### src/rtl/statbank_pkg.sv
package statbank_pkg;
  localparam int DW          = 8;   // host data width
  localparam int REG_COUNT   = 6;   // status registers per channel
  localparam int IMR_COUNT   = 3;   // interrupt enable registers per channel
  localparam int REG_W       = 4;   // register index width
  localparam int CH_W_MAX    = 3;   // channel field carried in strobes
  localparam int IMR_BASE    = 8;   // first enable register index
  localparam int HDLC_IDX    = 5;   // HDLC/BOC status register index
  localparam logic [REG_W-1:0] SUMMARY_IDX = 4'hF;

  typedef struct packed {
    logic                capture;
    logic                clear;
    logic                imrWr;
    logic [CH_W_MAX-1:0] ch;
    logic [REG_W-1:0]    regIdx;
    logic [DW-1:0]       data;
  } strobe_t;
endpackage

### src/rtl/statbank_ctrl.sv
module statbank_ctrl
  import statbank_pkg::*;
#(
  parameter int NUM_CH = 2,
  parameter int CH_W   = 1
) (
  input  logic              clk,
  input  logic              rstN,
  input  logic              hostWr,
  input  logic [CH_W-1:0]   chIdx,
  input  logic [REG_W-1:0]  regIdx,
  input  logic [DW-1:0]     hostWdata,
  output strobe_t           strobe
);
  localparam int SLOTS = NUM_CH * REG_COUNT;

  logic [NUM_CH-1:0] chMatch;
  logic [SLOTS-1:0]  hitVec;
  logic [SLOTS-1:0]  armedVec;
  logic              statHit;
  logic              selArmed;
  logic              isImr;

  for (genvar c = 0; c < NUM_CH; c++) begin : g_ch
    assign chMatch[c] = (chIdx == CH_W'(c));
    for (genvar r = 0; r < REG_COUNT; r++) begin : g_reg
      logic armed;
      assign hitVec[c*REG_COUNT+r] = hostWr && chMatch[c] && (regIdx == REG_W'(r));
      always_ff @(posedge clk or negedge rstN) begin
        if (!rstN)                       armed <= 1'b0;
        else if (hitVec[c*REG_COUNT+r])  armed <= ~armed;
      end
      assign armedVec[c*REG_COUNT+r] = armed;
    end
  end

  assign statHit  = |hitVec;
  assign selArmed = |(hitVec & armedVec);
  assign isImr    = (regIdx >= REG_W'(IMR_BASE)) && (regIdx < REG_W'(IMR_BASE + IMR_COUNT));

  always_comb begin
    strobe         = '0;
    strobe.capture = statHit && !selArmed;
    strobe.clear   = statHit && selArmed;
    strobe.imrWr   = hostWr && isImr && (|chMatch);
    strobe.ch      = CH_W_MAX'(chIdx);
    strobe.regIdx  = regIdx;
    strobe.data    = hostWdata;
  end


  strobe_excl_chk: assert property (@(posedge clk) disable iff (!rstN)
    $onehot0({strobe.capture, strobe.clear, strobe.imrWr}));


  strobe_idle_chk: assert property (@(posedge clk) disable iff (!rstN)
    !hostWr |-> !(strobe.capture || strobe.clear || strobe.imrWr));


  phase_alt_chk: assert property (@(posedge clk) disable iff (!rstN)
    strobe.capture |=> $past(armedVec) != armedVec);
endmodule

### src/rtl/statbank_cell.sv
module statbank_cell
  import statbank_pkg::*;
(
  input  logic          clk,
  input  logic          rstN,
  input  logic [DW-1:0] setIn,
  input  logic          capture,
  input  logic          clear,
  input  logic [DW-1:0] data,
  output logic [DW-1:0] latOut,
  output logic [DW-1:0] copyOut
);
  logic [DW-1:0] clrMask;
  assign clrMask = clear ? data : '0;

  always_ff @(posedge clk or negedge rstN) begin
    if (!rstN) begin
      latOut  <= '0;
      copyOut <= '0;
    end else begin
      latOut <= setIn | (latOut & ~clrMask);
      if (capture) copyOut <= (data & latOut) | (~data & copyOut);
    end
  end


  lat_hold_chk: assert property (@(posedge clk) disable iff (!rstN)
    1'b1 |=> ((latOut & $past(latOut & ~clrMask)) == $past(latOut & ~clrMask)));


  set_wins_chk: assert property (@(posedge clk) disable iff (!rstN)
    1'b1 |=> ((latOut & $past(setIn)) == $past(setIn)));


  copy_hold_chk: assert property (@(posedge clk) disable iff (!rstN)
    !capture |=> $stable(copyOut));


  copy_mask_chk: assert property (@(posedge clk) disable iff (!rstN)
    capture |=> ((copyOut ^ $past(copyOut)) & ~$past(data)) == '0);
endmodule

### src/rtl/statbank_dp.sv
module statbank_dp
  import statbank_pkg::*;
#(
  parameter int NUM_CH = 2,
  parameter int CH_W   = 1
) (
  input  logic                            clk,
  input  logic                            rstN,
  input  strobe_t                         strobe,
  input  logic [NUM_CH*REG_COUNT*DW-1:0]  statIn,
  input  logic [CH_W-1:0]                 rdCh,
  input  logic [REG_W-1:0]                rdReg,
  output logic [DW-1:0]                   rdData,
  output logic                            intN
);
  localparam int BANK_W = NUM_CH * REG_COUNT * DW;

  logic [BANK_W-1:0] latV;
  logic [BANK_W-1:0] copyV;
  logic [NUM_CH-1:0][IMR_COUNT-1:0][DW-1:0] imr;
  logic [NUM_CH-1:0] stReq;
  logic [NUM_CH-1:0] hdReq;
  logic [DW-1:0]     summary;
  logic              anyReq;

  for (genvar c = 0; c < NUM_CH; c++) begin : g_ch
    for (genvar r = 0; r < REG_COUNT; r++) begin : g_reg
      logic sel;
      assign sel = (strobe.ch == CH_W_MAX'(c)) && (strobe.regIdx == REG_W'(r));
      statbank_cell u_cell (
        .clk     (clk),
        .rstN    (rstN),
        .setIn   (statIn[(c*REG_COUNT+r)*DW +: DW]),
        .capture (strobe.capture && sel),
        .clear   (strobe.clear && sel),
        .data    (strobe.data),
        .latOut  (latV[(c*REG_COUNT+r)*DW +: DW]),
        .copyOut (copyV[(c*REG_COUNT+r)*DW +: DW])
      );
    end
    assign stReq[c] = |((latV[(c*REG_COUNT+0)*DW +: DW] & imr[c][0]) |
                        (latV[(c*REG_COUNT+1)*DW +: DW] & imr[c][1]));
    assign hdReq[c] = |(latV[(c*REG_COUNT+HDLC_IDX)*DW +: DW] & imr[c][2]);
  end

  always_ff @(posedge clk or negedge rstN) begin
    if (!rstN) begin
      imr <= '0;
    end else if (strobe.imrWr) begin
      for (int c = 0; c < NUM_CH; c++)
        for (int k = 0; k < IMR_COUNT; k++)
          if (strobe.ch == CH_W_MAX'(c) && strobe.regIdx == REG_W'(IMR_BASE + k))
            imr[c][k] <= strobe.data;
    end
  end

  always_comb begin
    summary = '0;
    for (int c = 0; c < NUM_CH; c++) begin
      summary[2*c]   = stReq[c];
      summary[2*c+1] = hdReq[c];
    end
  end

  assign anyReq = |summary;

  always_ff @(posedge clk or negedge rstN) begin
    if (!rstN) intN <= 1'b1;
    else       intN <= ~anyReq;
  end

  always_comb begin
    rdData = '0;
    for (int c = 0; c < NUM_CH; c++) begin
      for (int r = 0; r < REG_COUNT; r++)
        if (rdCh == CH_W'(c) && rdReg == REG_W'(r))
          rdData = copyV[(c*REG_COUNT+r)*DW +: DW];
      for (int k = 0; k < IMR_COUNT; k++)
        if (rdCh == CH_W'(c) && rdReg == REG_W'(IMR_BASE + k))
          rdData = imr[c][k];
    end
    if (rdReg == SUMMARY_IDX) rdData = summary;
  end


  imr_hold_chk: assert property (@(posedge clk) disable iff (!rstN)
    !strobe.imrWr |=> $stable(imr));


  int_assert_chk: assert property (@(posedge clk) disable iff (!rstN)
    anyReq |=> !intN);


  int_release_chk: assert property (@(posedge clk) disable iff (!rstN)
    !anyReq |=> intN);
endmodule

### src/rtl/status_latch_bank.sv
module status_latch_bank
  import statbank_pkg::*;
#(
  parameter  int NUM_CH = 2,  // 1 to 4 (summary holds two bits per channel)
  localparam int CH_W   = (NUM_CH > 1) ? $clog2(NUM_CH) : 1,
  localparam int ADDR_W = CH_W + REG_W,
  localparam int IN_W   = NUM_CH * REG_COUNT * DW
) (
  input  logic              clk,
  input  logic              rstN,
  input  logic              hostWr,
  input  logic [ADDR_W-1:0] hostAddr,
  input  logic [DW-1:0]     hostWdata,
  output logic [DW-1:0]     hostRdata,
  input  logic [IN_W-1:0]   statIn,
  output logic              intN
);
  strobe_t           strobe;
  logic [CH_W-1:0]   chIdx;
  logic [REG_W-1:0]  regIdx;

  assign chIdx  = hostAddr[REG_W +: CH_W];
  assign regIdx = hostAddr[REG_W-1:0];

  statbank_ctrl #(.NUM_CH(NUM_CH), .CH_W(CH_W)) u_ctrl (
    .clk       (clk),
    .rstN      (rstN),
    .hostWr    (hostWr),
    .chIdx     (chIdx),
    .regIdx    (regIdx),
    .hostWdata (hostWdata),
    .strobe    (strobe)
  );

  statbank_dp #(.NUM_CH(NUM_CH), .CH_W(CH_W)) u_dp (
    .clk    (clk),
    .rstN   (rstN),
    .strobe (strobe),
    .statIn (statIn),
    .rdCh   (chIdx),
    .rdReg  (regIdx),
    .rdData (hostRdata),
    .intN   (intN)
  );
endmodule

### config.mk
export PLATFORM = sky130hd
export DESIGN_NAME = status_latch_bank
export DESIGN_NICKNAME = d
export VERILOG_FILES = /design/src/rtl/statbank_pkg.sv /design/src/rtl/statbank_ctrl.sv /design/src/rtl/statbank_cell.sv /design/src/rtl/statbank_dp.sv /design/src/rtl/status_latch_bank.sv
export SDC_FILE = /design/constraint.sdc
export NUM_CORES = 1
export LEC_CHECK = 0
export ABC_AREA = 0
export ABC_CLOCK_PERIOD_IN_PS = 5960
export CAP_MARGIN = 10
export CELL_PAD_IN_SITES_DETAIL_PLACEMENT = 2
export CELL_PAD_IN_SITES_GLOBAL_PLACEMENT = 2
export CORE_MARGIN = 1.5
export CORE_UTILIZATION = 34
export CTS_CLUSTER_DIAMETER = 30
export DETAILED_ROUTE_END_ITERATION = 12
export HOLD_SLACK_MARGIN = 0.02
export PLACE_DENSITY_LB_ADDON = 0.1
export SYNTH_ARGS = -nofsm -noshare
export SYNTH_HDL_FRONTEND = slang
export SYNTH_SLANG_ARGS = --single-unit
### constraint.sdc
create_clock -name clk -period 5.96 [get_ports clk]
set_input_delay 1.192 -clock clk [delete_from_list [all_inputs] [get_ports clk]]
set_output_delay 1.192 -clock clk [all_outputs]
set_load 0.01 [all_outputs]
==> flow_summary.html, run 1 <==
<table>
<tr><th>Metric</th><th>Value</th></tr>
<tr><th colspan="2">Cells and area</th></tr>
<tr><td>Footprint of the flip-flops and latches</td><td>6332 um2</td></tr>
<tr><td>Number of nets at the end of the flow</td><td>between 1k and 1.5k</td></tr>
<tr><td>Ratio of cells with drive above 1 in the final layout</td><td>19.97%</td></tr>
<tr><td>Layout Area Growth over Synthesis</td><td>36.74%</td></tr>
<tr><td>Filler cell count in the final layout</td><td>3,626</td></tr>
<tr><td>Final design instance area without fill</td><td>16,860 um2</td></tr>
<tr><td>Ant diodes</td><td>0</td></tr>
<tr><td>Area occupied by multi-input gates</td><td>5584 um2</td></tr>
<tr><th colspan="2">Worst setup path</th></tr>
<tr><td>Slack of the worst reg-to-reg path</td><td>2.89 ns</td></tr>
<tr><td>Crit Path Max Fanout</td><td>25</td></tr>
<tr><td>Launching point of the worst reg2reg path</td><td>u_ctrl.g_ch[0].g_reg[1].armed</td></tr>
<tr><td>Required time of the critical path</td><td>4.77 ns</td></tr>
<tr><td>Capturing element type of the critical path</td><td>primary output</td></tr>
<tr><td>Arrival time of the worst setup path</td><td>4.18 ns</td></tr>
<tr><td>Startpoint type of the worst setup path</td><td>input pin</td></tr>
<tr><td>WS Path Type</td><td>in2out</td></tr>
<tr><td>Worst R2R Path Depth</td><td>7</td></tr>
<tr><th colspan="2">Power and ir drop</th></tr>
<tr><td>Leakage power</td><td>a little under 7 nW</td></tr>
<tr><td>PnR Total Power</td><td>between 6 and 7 mW</td></tr>
<tr><td>Maximum vdd drop</td><td>about 340 uV</td></tr>
<tr><td>Power density over cell area</td><td>408.5 nW/um2</td></tr>
<tr><th colspan="2">Floorplanning</th></tr>
<tr><td>Area of the die</td><td>between 30,000 and 40,000 um2</td></tr>
<tr><td>IO Count</td><td>121</td></tr>
<tr><td>Initial Util</td><td>34.58%</td></tr>
<tr><td>Site row count</td><td>69</td></tr>
<tr><td>Chip Width</td><td>193.4 um</td></tr>
<tr><td>Placeable Area</td><td>35,660 um2</td></tr>
<tr><td>Chip Height</td><td>193.4 um</td></tr>
<tr><th colspan="2">Timing</th></tr>
<tr><td>Final hold vios</td><td>0</td></tr>
<tr><td>Fin. max-slew vios</td><td>0</td></tr>
<tr><td>Final worst clock skew</td><td>~0.014 ns</td></tr>
<tr><td>Relative max-transition margin</td><td>35.35%</td></tr>
<tr><td># setup viols final</td><td>0</td></tr>
<tr><td>Share of the clock period used by the worst path after layout</td><td>90.18%</td></tr>
<tr><td>Final total negative setup slack</td><td>0 ns</td></tr>
<tr><td>Unrepaired setup endpoints after global routing</td><td>false</td></tr>
<tr><td>Achievable Freq</td><td>between 0.15 and 0.2 GHz</td></tr>
<tr><td>Pin slew with the least headroom to its limit</td><td>0.9645 ns</td></tr>
<tr><td>Minimum clock period</td><td>approximately 5.4 ns</td></tr>
<tr><td>Post-route setup slack</td><td>0.5855 ns</td></tr>
<tr><th colspan="2">Job</th></tr>
<tr><td>Total of max-cap violations</td><td>0</td></tr>
<tr><th colspan="2">Clock network</th></tr>
<tr><td>Max Root-Sink Buffers</td><td>3</td></tr>
<tr><td># resized after CTS</td><td>0</td></tr>
<tr><td>Buffer cell driving the clock tree root</td><td>clkbuf_16</td></tr>
<tr><td>Post-CTS repair timing setup buffer count</td><td>0</td></tr>
<tr><td>Number of sinks on the clock net</td><td>253</td></tr>
<tr><td>Clock-pin transition on the worst setup and hold timing paths</td><td>around 0.04 ns</td></tr>
<tr><td>Worst-Skew Late Latency</td><td>between 0.5 and 0.6 ns</td></tr>
<tr><td>Depth of the CTS H-tree</td><td>3</td></tr>
<tr><td>Cts-stage hold buffer count</td><td>0</td></tr>
<tr><td>TritonCTS clock tree</td><td>done</td></tr>
<tr><td>Number of buffers created by CTS</td><td>74</td></tr>
<tr><th colspan="2">Drt</th></tr>
<tr><td>Number of vias per cell after detailed routing</td><td>5.712</td></tr>
<tr><td>Vias post-DR</td><td>10.81k</td></tr>
<tr><td>Number of nets with antenna violations after routing</td><td>0</td></tr>
<tr><td>Number of design-rule violations left by the first detailed-router iteration</td><td>~730</td></tr>
<tr><td>Average detailed-routed wire length per instance</td><td>29.52 um</td></tr>
<tr><td>Post-route DRC</td><td>6</td></tr>
<tr><td>First-pass detailed-route iteration total</td><td>9</td></tr>
<tr><td>Final wirelength</td><td>approximately 56,000 um</td></tr>
<tr><th colspan="2">Place</th></tr>
<tr><td>Pre-CTS worst setup slack</td><td>0.5932 ns</td></tr>
<tr><td>Count of input and output buffers</td><td>120</td></tr>
<tr><td>Estimated wirelength of the detail-placed design</td><td>38,120 um</td></tr>
<tr><td>Cell Area, Placed</td><td>14,240 um2</td></tr>
<tr><td>Routability-driven placement congestion ratio</td><td>0.8953</td></tr>
<tr><th colspan="2">GRT</th></tr>
<tr><td>Via count of the first global-routing pass</td><td>12.08k</td></tr>
<tr><td>Global-route wire length before repair</td><td>82,930 um</td></tr>
<tr><td>Initial antenna violation count</td><td>3</td></tr>
<tr><td>Largest net degree at the start of global routing</td><td>127</td></tr>
<tr><td>Global route overflow</td><td>0</td></tr>
<tr><td>All-Layer GR Usage</td><td>30.60%</td></tr>
<tr><th colspan="2">Yosys</th></tr>
<tr><td>Commonest register cell after synthesis</td><td>dfrtp_1</td></tr>
<tr><td>Netlist cell types</td><td>67</td></tr>
<tr><td>Share of synthesized area occupied by flip-flops and latches</td><td>51.35%</td></tr>
<tr><td>Combined area of all synthesized cells</td><td>12,330 um2</td></tr>
<tr><td>Synth async-reset ratio</td><td>100.0%</td></tr>
<tr><td>Gate count of the mapped netlist</td><td>1,198</td></tr>
<tr><td>Number of register bits inferred by synthesis</td><td>253</td></tr>
<tr><td>Synthesized area per cell</td><td>10.29 um2</td></tr>
<tr><td>Post-Synthesis Net Count</td><td>1,310</td></tr>
<tr><td>Number of enable flip-flop cells after synthesis</td><td>0</td></tr>
<tr><td>Yosys warnings</td><td>0</td></tr>
<tr><th colspan="2">Min path</th></tr>
<tr><td>Worst Hold Depth</td><td>1</td></tr>
<tr><td>Worst hold start</td><td>u_dp.g_ch[0].g_reg[2].u_cell.latOut[4]</td></tr>
<tr><td>Worst hold path type</td><td>reg2reg</td></tr>
<tr><td>Hold path endpoint</td><td>u_dp.g_ch[0].g_reg[2].u_cell.latOut[4]</td></tr>
<tr><th colspan="2">Outcome</th></tr>
<tr><td>Outcome</td><td>complete, but fails checks</td></tr>
<tr><td>Violated checks</td><td>DRC</td></tr>
</table>
-- Yosys cell counts, drive strengths merged, types with 5 or more instances --
library cell | instances | area share (%)
o221ai | 7 | 0.50
nor2 | 33 | 1.0
nand4 | 13 | 0.66
a21o | 100 | 6.1
buf | 24 | 1.1
dfrtp | 252 | 51
and3 | 15 | 0.76
mux2i | 11 | 0.89
a22oi | 19 | 1.2
clkbuf | 60 | 1.8
nor2b | 10 | 0.51
a22o | 9 | 0.64
nand2 | 248 | 7.5
or3 | 5 | 0.25
nand2b | 12 | 0.61
inv | 11 | 0.33
mux2 | 119 | 11
a21oi | 34 | 1.4
o21ai | 59 | 2.4
or3b | 5 | 0.36
a221oi | 11 | 0.78
a211oi | 6 | 0.37
nor3 | 18 | 0.81
a31oi | 12 | 0.61
nor4 | 7 | 1.1
xnor2 | 12 | 0.85
o22ai | 8 | 0.41
nand3 | 18 | 0.73
-- metal layers --
layer | track usage (%) | part of all wire (%)
met2 | 48.58 | 47
met4 | 10.85 | 2.9
met3 | 6.311 | 5.9
met1 | 41.47 | 44
met5 | 0 | 0.020
-- power breakdown --
group          switching, mW  internal, mW  leakage, nW
Clock                   1.21          2.91         1.29
Sequential             0.217          1.91         2.89
Combinational          0.346         0.296         2.62
Total                   1.77          5.11         6.80
-- cell usage in the layout (no fill, tap or decap), types with 11 or more instances in the layout --
master           netlist  final
xnor2_1               12     12
clkbuf_8               0     13
nand2_1              248    248
a21o_1               100    100
nor3_1                16     16
buf_4                  3     59
inv_1                 11     11
mux2_1                49     49
a221oi_1              11     11
nand4_1               13     13
clkinv_2               0     18
a21oi_1               33     33
mux2_2                69     69
nand2b_1              12     12
nand3_1               18     18
nor2_1                31     31
a31oi_1               12     12
o21ai_0               59     59
dfrtp_1              252    252
clkbuf_16              0     76
a22oi_1               19     19
mux2i_1               11     11
clkdlybuf4s50_1        0    117
and3_1                15     15
-- worst max-delay path, cell delays in order --
cell and delay (ns):
clkdlybuf4s50_1 0.46, buf_4 0.29, buf_4 0.24, or3b_2 0.56, o31ai_1 0.11, a22oi_1 0.15, a211oi_1 0.32, or3_1 0.17
o211ai_1 0.15, clkdlybuf4s50_1 0.52
-- worst max path at each step --
stage / from / end / depth (start not counted)
2_1_floorplan: hostAddr[1] / hostRdata[1] / 10
3_3_place_gp: hostAddr[3] / hostRdata[2] / 11
3_5_place_dp: hostAddr[3] / hostRdata[4] / 10
4_1_cts: hostAddr[3] / hostRdata[4] / 10
5_1_grt: hostAddr[3] / hostRdata[4] / 10
6_report: hostAddr[3] / hostRdata[4] / 10
-- metrics by stage --
step | std cells | utilization, % | hold slack, ns
final | 1893 | 47.29 | 0.4654
after global routing | 1893 | 47.29 | 0.4799
after CTS | 1893 | 47.29 | 0.4695
after detailed placement | 1757 | 39.94 | 0.4600
after global placement | 1757 | 39.94 | 0.4566
after floorplan | 1198 | - | 0.4382
-- layout make-up --
class	instances	area share, %
multi-input combinational	848	33.12
clock inverter	41	3.065
tap	461	3.421
sequential	253	37.56
inverter	13	0.2894
clock buffer	95	12.47
timing repair buffer	182	10.08
-- logic make-up after synthesis --
group	Yosys count	share of synthesized area, %
compound gates	301	16.84
simple gates	404	15.62
mux	131	11.97
xor+xnor	12	0.8524
flops	253	51.35
buf+inv	97	3.359
Power figures use the tool's default switching activity.
==> run 2, diff against run 1 <==
--- a/config.mk
+++ b/config.mk
@@ -11,9 +11,10 @@
 export CELL_PAD_IN_SITES_DETAIL_PLACEMENT = 2
 export CELL_PAD_IN_SITES_GLOBAL_PLACEMENT = 2
 export CORE_MARGIN = 1.5
-export CORE_UTILIZATION = 34
+export CORE_UTILIZATION = 32
 export CTS_CLUSTER_DIAMETER = 30
 export DETAILED_ROUTE_END_ITERATION = 12
+export GPL_TIMING_DRIVEN = 1
 export HOLD_SLACK_MARGIN = 0.02
 export PLACE_DENSITY_LB_ADDON = 0.1
 export SYNTH_ARGS = -nofsm -noshare
==> run 2 against run 1 <==
Net effect: the run now ends clean; power is 3.4% lower; die area grew 6.2%; first-iteration DRC count decreased by 12%; sequential power about the same; sequential cell count unchanged; sequential share of layout area grew 0.20 points; non-clock buffer count did not move; cell count increased by 2.5%; design area is 0.54% lower; core utilization fell by 3.0 points; highest routed layer is now met4.
==> flow_summary.html, run 2 (synthesis results as in run 1) <==
<table>
<tr><th>Metric</th><th>Value</th></tr>
<tr><th colspan="2">Timing</th></tr>
<tr><td>Hold WS</td><td>0.4721 ns</td></tr>
<tr><td>Minimum clock period</td><td>between 5 and 6 ns</td></tr>
<tr><td>Pin slew with the least headroom to its limit</td><td>0.9557 ns</td></tr>
<tr><td>Share of the clock period used by the worst path after layout</td><td>94.56%</td></tr>
<tr><td>Final worst clock skew</td><td>0.02217 ns</td></tr>
<tr><td>Unrepaired setup endpoints after global routing</td><td>false</td></tr>
<tr><td>Fin. max-slew vios</td><td>0</td></tr>
<tr><td>Relative max-transition margin</td><td>35.94%</td></tr>
<tr><td>Final hold vios</td><td>0</td></tr>
<tr><td># setup viols final</td><td>0</td></tr>
<tr><td>Final total negative setup slack</td><td>0 ns</td></tr>
<tr><td>Achievable Freq</td><td>between 0.15 and 0.2 GHz</td></tr>
<tr><th colspan="2">Drt</th></tr>
<tr><td>Average detailed-routed wire length per instance</td><td>29.05 um</td></tr>
<tr><td>Number of nets with antenna violations after routing</td><td>0</td></tr>
<tr><td>Number of vias per cell after detailed routing</td><td>roughly 5.5</td></tr>
<tr><td>Final wirelength</td><td>56,350 um</td></tr>
<tr><td>Met1 wire length</td><td>25,970 um</td></tr>
<tr><td>Highest metal used</td><td>met4</td></tr>
<tr><td>Post-route DRC</td><td>0</td></tr>
<tr><td>Vias post-DR</td><td>10.71k</td></tr>
<tr><td>First-pass detailed-route iteration total</td><td>5</td></tr>
<tr><td>Number of design-rule violations left by the first detailed-router iteration</td><td>between 600 and 700</td></tr>
<tr><td>Wire length on met2</td><td>26,090 um</td></tr>
<tr><td>Met3 WL</td><td>around 2800 um</td></tr>
<tr><th colspan="2">GRT</th></tr>
<tr><td>Initial antenna violation count</td><td>0</td></tr>
<tr><td>Global route overflow</td><td>0</td></tr>
<tr><td>All-Layer GR Usage</td><td>29.50%</td></tr>
<tr><td>Via count of the first global-routing pass</td><td>11.98k</td></tr>
<tr><td>Largest net degree at the start of global routing</td><td>119</td></tr>
<tr><td>Global-route wire length before repair</td><td>82,940 um</td></tr>
<tr><th colspan="2">Power and ir drop</th></tr>
<tr><td>Net switching power figure</td><td>1.718 mW</td></tr>
<tr><td>Switching share of total power</td><td>25.82%</td></tr>
<tr><td>Combinational Power Share</td><td>9.7%</td></tr>
<tr><td>Clock share of power</td><td>58.4%</td></tr>
<tr><td>PnR Total Power</td><td>6.653 mW</td></tr>
<tr><td>Part of the power in registers</td><td>31.9%</td></tr>
<tr><td>Internal</td><td>4.936 mW</td></tr>
<tr><td>Maximum vdd drop</td><td>~230 uV</td></tr>
<tr><td>Leakage power</td><td>around 6.7 nW</td></tr>
<tr><td>Power density over cell area</td><td>396.7 nW/um2</td></tr>
<tr><th colspan="2">Min path</th></tr>
<tr><td>Worst hold path type</td><td>reg2reg</td></tr>
<tr><td>Hold path endpoint</td><td>u_dp.g_ch[0].g_reg[2].u_cell.latOut[6]</td></tr>
<tr><td>Worst Hold Depth</td><td>1</td></tr>
<tr><td>Worst hold start</td><td>u_dp.g_ch[0].g_reg[2].u_cell.latOut[6]</td></tr>
<tr><th colspan="2">Place</th></tr>
<tr><td>Routability-driven placement congestion ratio</td><td>0.9069</td></tr>
<tr><td>Cell Area, Placed</td><td>14,300 um2</td></tr>
<tr><td>Count of input and output buffers</td><td>120</td></tr>
<tr><td>Estimated wirelength of the detail-placed design</td><td>39,630 um</td></tr>
<tr><th colspan="2">Floorplanning</th></tr>
<tr><td>Site row count</td><td>71</td></tr>
<tr><td>Chip Width</td><td>about 200 um</td></tr>
<tr><td>Area of the die</td><td>approximately 40,000 um2</td></tr>
<tr><td>Chip Height</td><td>199.3 um</td></tr>
<tr><td>IO Count</td><td>between 100 and 150</td></tr>
<tr><td>Initial Util</td><td>32.58%</td></tr>
<tr><td>Placeable Area</td><td>~38,000 um2</td></tr>
<tr><th colspan="2">Cells and area</th></tr>
<tr><td>Commonest non-fill, non-tap cells in the layout</td><td>dfrtp_1 (252), nand2_1 (248), clkdlybuf4s50_1 (117), a21o_1 (100), clkbuf_16 (77)</td></tr>
<tr><td>Number of nets at the end of the flow</td><td>1,483</td></tr>
<tr><td>Ratio of cells with drive above 1 in the final layout</td><td>19.17%</td></tr>
<tr><td>Layout Area Growth over Synthesis</td><td>36.00%</td></tr>
<tr><td>Ant diodes</td><td>0</td></tr>
<tr><td>Final design instance area without fill</td><td>16,770 um2</td></tr>
<tr><td>Most common cell after layout, fill and taps aside</td><td>dfrtp_1</td></tr>
<tr><th colspan="2">Worst setup path</th></tr>
<tr><td>Arrival time of the worst setup path</td><td>4.44 ns</td></tr>
<tr><td>Slack of the worst reg-to-reg path</td><td>2.70 ns</td></tr>
<tr><td>Capturing element type of the critical path</td><td>primary output</td></tr>
<tr><td>Launching point of the worst reg2reg path</td><td>u_ctrl.g_ch[0].g_reg[1].armed</td></tr>
<tr><td>Startpoint type of the worst setup path</td><td>input pin</td></tr>
<tr><td>Required time of the critical path</td><td>4.77 ns</td></tr>
<tr><td>WS Path Type</td><td>in2out</td></tr>
<tr><td>Crit Path Max Fanout</td><td>12</td></tr>
<tr><td>Worst R2R Path Depth</td><td>7</td></tr>
<tr><th colspan="2">Clock network</th></tr>
<tr><td>Number of buffers created by CTS</td><td>between 70 and 80</td></tr>
<tr><td>Depth of the CTS H-tree</td><td>3</td></tr>
<tr><td>Max Root-Sink Buffers</td><td>3</td></tr>
<tr><td>Clock-pin transition on the worst setup and hold timing paths</td><td>about 0.04 ns</td></tr>
<tr><td># resized after CTS</td><td>0</td></tr>
<tr><td>Post-CTS repair timing setup buffer count</td><td>0</td></tr>
<tr><td>Number of sinks on the clock net</td><td>253</td></tr>
<tr><td>Cts-stage hold buffer count</td><td>0</td></tr>
<tr><td>TritonCTS clock tree</td><td>done</td></tr>
<tr><td>Buffer cell driving the clock tree root</td><td>clkbuf_16</td></tr>
<tr><td>Worst-Skew Late Latency</td><td>0.58 ns</td></tr>
<tr><th colspan="2">Job</th></tr>
<tr><td>Total of max-cap violations</td><td>0</td></tr>
<tr><th colspan="2">Outcome</th></tr>
<tr><td>Outcome</td><td>finished clean</td></tr>
</table>
[run 2: final cells by class]
cell class,count,area (um2)
Tap cell,511,639.4
Sequential cell,253,6332
Multi-Input combinational cell,848,5584
Timing Repair Buffer,182,1699
Clock buffer,103,2135
Inverter,13,48.80
Clock inverter,30,331.6
Fill cell,3966,21070
[run 2: worst max path at each step]
stage	start	end	slack, ns	depth (start not counted)
finish	hostAddr[3]	hostRdata[5]	0.32	8
global placement	hostAddr[0]	hostRdata[2]	0.37	8
detailed placement	hostAddr[3]	hostRdata[2]	0.38	9
global route	hostAddr[3]	hostRdata[2]	0.20	9
CTS	hostAddr[3]	hostRdata[3]	0.36	9
floorplan	hostAddr[1]	hostRdata[1]	1.84	10
[run 2: metal layers]
| layer | vias to the layer above | GRT usage (%) |
|---|---|---|
| li1 | 4648 | - |
| met1 | 5683 | 40.26 |
| met2 | 293 | 46.72 |
| met3 | 88 | 5.468 |
| met4 | 0 | 10.52 |
| met5 | - | 0 |
[run 2: per-stage QoR]
stage	util (%)	worst slack [ns]	std cells
after global routing	44.31	0.2027	1940
final	44.31	0.3242	1940
after global placement	37.80	0.3690	1807
after CTS	44.31	0.3624	1940
after detailed placement	37.80	0.3795	1807
after floorplan	-	1.838	1198
[run 2: power groups by stage]
stage          clock (mW)  combinational (mW)  sequential, mW
4_1_cts              3.94               0.653            2.12
3_3_place_gp            0               0.629            2.13
6_report             3.89               0.648            2.12
5_1_grt              4.03               0.702            2.13
3_5_place_dp            0               0.644            2.13
2_1_floorplan           0               0.348            2.02
[run 2: worst max-delay path, stage by stage]
cell             delay (ns)
clkdlybuf4s50_1        0.71
or2_2                  0.52
nor3_1                 0.26
buf_4                  0.19
a221oi_1               0.07
or4_1                  0.53
a31oi_1                0.34
clkdlybuf4s50_1        0.60
==> run 3, diff against run 2 <==
--- a/config.mk
+++ b/config.mk
@@ -17,6 +17,7 @@
 export GPL_TIMING_DRIVEN = 1
 export HOLD_SLACK_MARGIN = 0.02
 export PLACE_DENSITY_LB_ADDON = 0.1
+export SKIP_CTS_REPAIR_TIMING = 1
 export SYNTH_ARGS = -nofsm -noshare
 export SYNTH_HDL_FRONTEND = slang
 export SYNTH_SLANG_ARGS = --single-unit
==> results of run 3 <==
Same layout as run 2: the final DEF is identical, and so are final timing and power.
